<file path="src/rtl/aud_clkgen_pkg.sv">
package aud_clkgen_pkg;
  localparam int DEF_DIV_W = 8;

  typedef struct packed {
    logic mclk_en;
    logic dsp;
    logic wide;
  } mode_t;
endpackage

</file>
<file path="src/rtl/aud_clkgen_div.sv">
module aud_clkgen_div #(
  parameter int DIV_W = 8
) (
  input  logic             clk,
  input  logic             rst,
  input  logic             run,
  input  logic [DIV_W-1:0] div,
  input  logic             odd,
  output logic             tick,
  output logic             lvl
);
  localparam int NW = DIV_W + 1;

  logic [NW-1:0] n_raw, n, n_m1, half, cnt;
  logic [NW:0]   n_p1;

  assign n_raw = {div, 1'b0} + {{DIV_W{1'b0}}, odd};
  assign n     = (n_raw == '0) ? {{(NW-1){1'b0}}, 1'b1} : n_raw;
  assign n_m1  = n - {{(NW-1){1'b0}}, 1'b1};
  assign n_p1  = {1'b0, n} + {{NW{1'b0}}, 1'b1};
  assign half  = n_p1[NW:1];

  always_ff @(posedge clk) begin
    if (rst || !run)     cnt <= '0;
    else if (cnt >= n_m1) cnt <= '0;
    else                 cnt <= cnt + {{(NW-1){1'b0}}, 1'b1};
  end

  assign tick = run && (cnt == n_m1);
  assign lvl  = cnt < half;
endmodule

</file>
<file path="src/rtl/aud_clkgen_frame.sv">
module aud_clkgen_frame
  import aud_clkgen_pkg::*;
#(
  parameter int SUB_MAX  = 8,
  parameter int SLOT_STD = 32,
  parameter int SLOT_DSP = 16
) (
  input  logic  clk,
  input  logic  rst,
  input  logic  run,
  input  logic  tick,
  input  logic  lvl,
  input  mode_t mode,
  output logic  bclk_raw,
  output logic  ws_raw,
  output logic  frame_end
);
  localparam int SW = $clog2(SUB_MAX);
  localparam int BW = $clog2(2 * SLOT_STD);

  logic [SW-1:0] sc, k_m1, k_half;
  logic [BW-1:0] bc, f_m1, f_half;
  logic          bit_end;

  assign k_m1   = mode.wide ? SW'(SUB_MAX/2 - 1) : SW'(SUB_MAX - 1);
  assign k_half = mode.wide ? SW'(SUB_MAX/4) : SW'(SUB_MAX/2);

  always_comb begin
    case ({mode.dsp, mode.wide})
      2'b00:   begin f_m1 = BW'(SLOT_STD - 1);   f_half = BW'(SLOT_STD/2); end
      2'b01:   begin f_m1 = BW'(2*SLOT_STD - 1); f_half = BW'(SLOT_STD);   end
      2'b10:   begin f_m1 = BW'(SLOT_DSP - 1);   f_half = BW'(SLOT_DSP/2); end
      default: begin f_m1 = BW'(2*SLOT_DSP - 1); f_half = BW'(SLOT_DSP);   end
    endcase
  end

  always_ff @(posedge clk) begin
    if (rst || !run)                sc <= '0;
    else if (tick && mode.mclk_en)  sc <= (sc == k_m1) ? '0 : sc + {{(SW-1){1'b0}}, 1'b1};
  end

  assign bit_end = mode.mclk_en ? (tick && sc == k_m1) : tick;

  always_ff @(posedge clk) begin
    if (rst || !run)  bc <= '0;
    else if (bit_end) bc <= (bc == f_m1) ? '0 : bc + {{(BW-1){1'b0}}, 1'b1};
  end

  assign frame_end = bit_end && (bc == f_m1);
  assign bclk_raw  = mode.mclk_en ? (sc < k_half) : lvl;
  assign ws_raw    = mode.dsp ? (bc == '0) : (bc >= f_half);
endmodule

</file>
<file path="src/rtl/aud_clkgen.sv">
module aud_clkgen
  import aud_clkgen_pkg::*;
#(
  parameter int DIV_W    = DEF_DIV_W,
  parameter int SUB_MAX  = 8,
  parameter int SLOT_STD = 32,
  parameter int SLOT_DSP = 16
) (
  input  logic             clk,
  input  logic             rst,
  input  logic             en_i,
  input  logic             hold_i,
  input  logic             ckpol_i,
  input  logic [DIV_W-1:0] div_i,
  input  logic             odd_i,
  input  logic             mclk_en_i,
  input  logic             dsp_i,
  input  logic             wide_i,
  output logic             mclk_o,
  output logic             bclk_o,
  output logic             ws_o,
  output logic             oe_o,
  output logic             cfg_err_o
);
  logic             forbidden, run_q, tick, lvl, bclk_raw, ws_raw, frame_end;
  logic [DIV_W-1:0] div_s;
  logic             odd_s;
  mode_t            mode_s;

  assign forbidden = (div_i == DIV_W'(1)) && odd_i;

  always_ff @(posedge clk) begin
    if (rst) run_q <= 1'b0;
    else     run_q <= en_i && (run_q || !forbidden);
  end

  always_ff @(posedge clk) begin
    if (rst) begin
      div_s  <= '0;
      odd_s  <= 1'b0;
      mode_s <= '0;
    end else if (!run_q || (frame_end && !forbidden)) begin
      div_s  <= div_i;
      odd_s  <= odd_i;
      mode_s <= '{mclk_en: mclk_en_i, dsp: dsp_i, wide: wide_i};
    end
  end

  aud_clkgen_div #(.DIV_W(DIV_W)) u_div (
    .clk(clk), .rst(rst), .run(run_q), .div(div_s), .odd(odd_s),
    .tick(tick), .lvl(lvl)
  );

  aud_clkgen_frame #(.SUB_MAX(SUB_MAX), .SLOT_STD(SLOT_STD), .SLOT_DSP(SLOT_DSP)) u_frame (
    .clk(clk), .rst(rst), .run(run_q), .tick(tick), .lvl(lvl), .mode(mode_s),
    .bclk_raw(bclk_raw), .ws_raw(ws_raw), .frame_end(frame_end)
  );

  always_ff @(posedge clk) begin
    if (rst) begin
      mclk_o    <= 1'b0;
      bclk_o    <= 1'b0;
      ws_o      <= 1'b0;
      oe_o      <= 1'b0;
      cfg_err_o <= 1'b0;
    end else begin
      mclk_o    <= run_q && mode_s.mclk_en && lvl;
      bclk_o    <= run_q ? (bclk_raw ^ ckpol_i) : ckpol_i;
      ws_o      <= run_q && ws_raw;
      oe_o      <= en_i || hold_i;
      cfg_err_o <= forbidden;
    end
  end
endmodule

</file>
<file path="config.mk">
export PLATFORM = sky130hd
export DESIGN_NAME = aud_clkgen
export DESIGN_NICKNAME = d
export VERILOG_FILES = /design/src/rtl/aud_clkgen_pkg.sv /design/src/rtl/aud_clkgen_div.sv /design/src/rtl/aud_clkgen_frame.sv /design/src/rtl/aud_clkgen.sv
export SDC_FILE = /design/constraint.sdc
export NUM_CORES = 1
export LEC_CHECK = 0
export ABC_AREA = 1
export CORE_ASPECT_RATIO = 0.8
export CORE_UTILIZATION = 34
export CTS_CLUSTER_SIZE = 8
export DETAILED_ROUTE_END_ITERATION = 8
export DONT_BUFFER_PORTS = 1
export PLACE_DENSITY_LB_ADDON = 0.15
export SLEW_MARGIN = 20
export SYNTH_ARGS = -nofsm -noshare
export SYNTH_HDL_FRONTEND = slang
export SYNTH_HIERARCHICAL = 1
export SYNTH_SLANG_ARGS = --single-unit
</file>
<file path="constraint.sdc">
create_clock -name clk -period 4.2 [get_ports clk]
set_input_delay 0.84 -clock clk [delete_from_list [all_inputs] [get_ports clk]]
set_output_delay 0.84 -clock clk [all_outputs]
set_load 0.01 [all_outputs]
</file>
==> impl_metrics.csv <==
group,metric,value,unit
clock_tree,clk_pin_slew_worst_paths,70,ps
floorplanning,io_pins,22,
floorplanning,fp.dieH,81.2,um
drt,drc,0,
clock_tree,cts_tree,"done",
logic_synthesis,synth_area_per_cell,6.95,um^2
cells_and_area,num_antenna_cells,0,
logic_synthesis,synth_area_leaders,"dfxtp_1 (27%), ha_1 (14%), nand2_1 (12%), inv_1 (7.6%), nor2_1 (5.8%)",
setup_path,arrival,3550,ps
timing,rsz0062_at_grt,"no",
timing,timing.final.crit_share,0.802,
clock_tree,cts_num_sinks,36,
logic_synthesis,synth.distinct_cells,31,
power,power.leakage,1.32,nW
timing,setup_viol,0,
min_path,hold_path_class,"flop to flop",
job,cap_violations,0,
clock_tree,clock_latency,290,ps
floorplanning,die-area,0.00819,mm^2
timing,fin_tns_setup,0,ps
power,p_per_area,269,mW/mm^2
drt,viasPerCell,4.66,
drt,wirelength,5590,um
clock_tree,clock_path_buffers,2,
timing,clock_skew,5.59,ps
logic_synthesis,yosys_register_bits,36,
global_routing,grt_max_degree,30,
drt,drtAntennaViolNets,0,
floorplanning,rows,28,
floorplanning,start_util,0.355,
logic_synthesis,synth.cell_area,0.00266,mm^2
drt,wire_per_inst,11.4,um
timing,max_slew_margin,0.666,
logic_synthesis,synth_flop_cell,"dfxtp_1",
drt,vias,2290,
setup_path,timing_worst_setup_path_type,"flop to flop",
setup_path,worstSetupEndpointType,"flop",
cells_and_area,nFillCells,829,
clock_tree,cts.htree.levels,2,
clock_tree,cts_resized,0,
placed_design,port_buffers,0,
logic_synthesis,yosys.area.top_type,"dfxtp_1",
timing,fin_crit,3370,ps
clock_tree,cts_root_buf,"clkbuf_8",
placed_design,finalWeightedCongestion,0.847,
timing,fmax,297,MHz
global_routing,grt_use_total,0.149,
clock_tree,postCtsSetupBuffers,0,
placed_design,dp_hpwl,4430,um
clock_tree,hold_buffers,0,
logic_synthesis,synthesis.nets,429,
global_routing,grt_pass1_vias,2113,
setup_path,cp_max_fo,21,
logic_synthesis,synth_edf_count,0,
logic_synthesis,netlist_instances,383,
timing,slew_viol_final,0,
logic_synthesis,yosysMostFrequentCell,"nand2_1",
logic_synthesis,synth_top_area_frac,0.271,
drt,dr.pass1.iters,4,
global_routing,antenna_found_initial,0,
clock_tree,cts_buffers,5,
logic_synthesis,ys_async_sr_fraction,0,
timing,finalHoldViolations,0,
cells_and_area,finish.net_count,431,
logic_synthesis,ys_warn_count,6,
drt,drt_iter0_drc,70,
global_routing,grt-ovfl-total,0,
setup_path,cp-start-kind,"flop",
outcome,status,"finished clean",
logic_synthesis,synthTopCellsByCount,"nand2_1 (88), inv_1 (54), nor2_1 (41), dfxtp_1 (36), ha_1 (29)",
cells_and_area,final_layout_size_suffix_gt1_frac,0.109,
power,peakVddDrop,148,uV
floorplanning,die_x,101,um
timing,fin_worst_hold_slack,471,ps
floorplanning,coreArea,0.00750,mm^2
cells_and_area,area_growth,6.63,%
logic_synthesis,yosysSeqAreaShare,0.271,
timing,tightestPinTransition,500,ps
setup_path,critPathRequiredTime,4380,ps
global_routing,grt_pass1_wl,9600,um
==> metrics by stage <==
stage | instance area (um^2) | util | power (mW) | worst slack [ps] | std cells
2_1_floorplan | 2660 | - | 0.488 | 914 | 383
3_3_place_gp | 2750 | 0.366 | 0.517 | 937 | 483
3_5_place_dp | 2750 | 0.366 | 0.518 | 840 | 483
4_1_cts | 2840 | 0.379 | 0.775 | 816 | 491
5_1_grt | 2840 | 0.379 | 0.812 | 529 | 491
6_report | 2840 | 0.379 | 0.764 | 831 | 491
==> layout by cell type, fill, tap and decap left out, drive strengths merged <==
cell type	synthesis	routed
nand2	98	98
inv	58	58
nor2	50	50
dfxtp	36	36
ha	29	29
a21oi	23	23
nand3	22	22
nand3b	12	12
nor3	12	12
o21ai	10	10
xor2	8	8
nand4	8	8
clkbuf	0	6
xnor2	5	5
o211ai	2	2
clkinv	0	2
buf	7	2
nor4b	1	1
a211oi	1	1
or2	1	1
==> cell type report <==
class,instances,area (um^2),area share
Clock inverter,2,10.0,0.00353
Timing Repair Buffer,2,15.0,0.00529
Clock buffer,6,82.6,0.0291
Inverter,58,218,0.0767
Multi-Input combinational cell,282,1660,0.585
Tap cell,105,131,0.0463
Sequential cell,36,721,0.254
==> where the power goes <==
group / switching (mW) / total, mW / leakage [nW] / internal (mW)
Sequential: 0.0172 / 0.370 / 0.294 / 0.353
Clock: 0.124 / 0.255 / 0.0510 / 0.131
Combinational: 0.0850 / 0.139 / 0.977 / 0.0544
Total: 0.226 / 0.764 / 1.32 / 0.538
==> state kept, by name, indices dropped and copies added, names as in the netlist <==
register and count:
cfg_err_o 1, u_frame/bc 6, odd_s 1, mode_s 3, ws_o 1, run_q 1, u_frame/sc 3, u_div/cnt 9
mclk_o 1, bclk_o 1, div_s 8, oe_o 1
==> layer usage <==
| metal | vias up | global-route usage | routed length, um |
|---|---|---|---|
| met3 | 2 | 0.0361 | 239 |
| met2 | 44 | 0.238 | 2320 |
| li1 | 1224 | - | - |
| met4 | 0 | 0.0261 | 20 |
| met1 | 1020 | 0.206 | 3010 |
| met5 | - | 0 | 0 |
==> worst max-delay path, stage by stage (launching register included) <==
cell and delay (ps):
dfxtp_1 350, inv_1 170, nand2_1 100, nor2_2 130
nand3_2 120, nand2_2 90, inv_2 50, ha_1 230
nand2_1 110, nor2_1 60, xor2_1 140, ha_1 320
nand2_1 80, nor4b_1 280, buf_4 190, nand2_2 90
nor2_2 130, nand2_2 90, inv_1 110, nand2_4 160
a21oi_1 190, nor2_1 60
==> logic make-up after synthesis <==
logic type | synth area share
compound gates | 0.0733
flops | 0.271
buf+inv | 0.105
xor+xnor | 0.0428
simple gates | 0.372
fa+ha+maj | 0.136
==> worst paths after layout <==
check	from	to	slack, ps	cells after the start
setup / recovery	div_s[5]	div_s[3]	830	21
hold / removal	u_frame/sc[2]	u_frame/sc[2]	470	2
setup reg to reg	div_s[5]	div_s[3]	830	21
hold reg to reg	u_frame/sc[2]	u_frame/sc[2]	470	2
No activity file was read; power rests on OpenSTA's default activity.
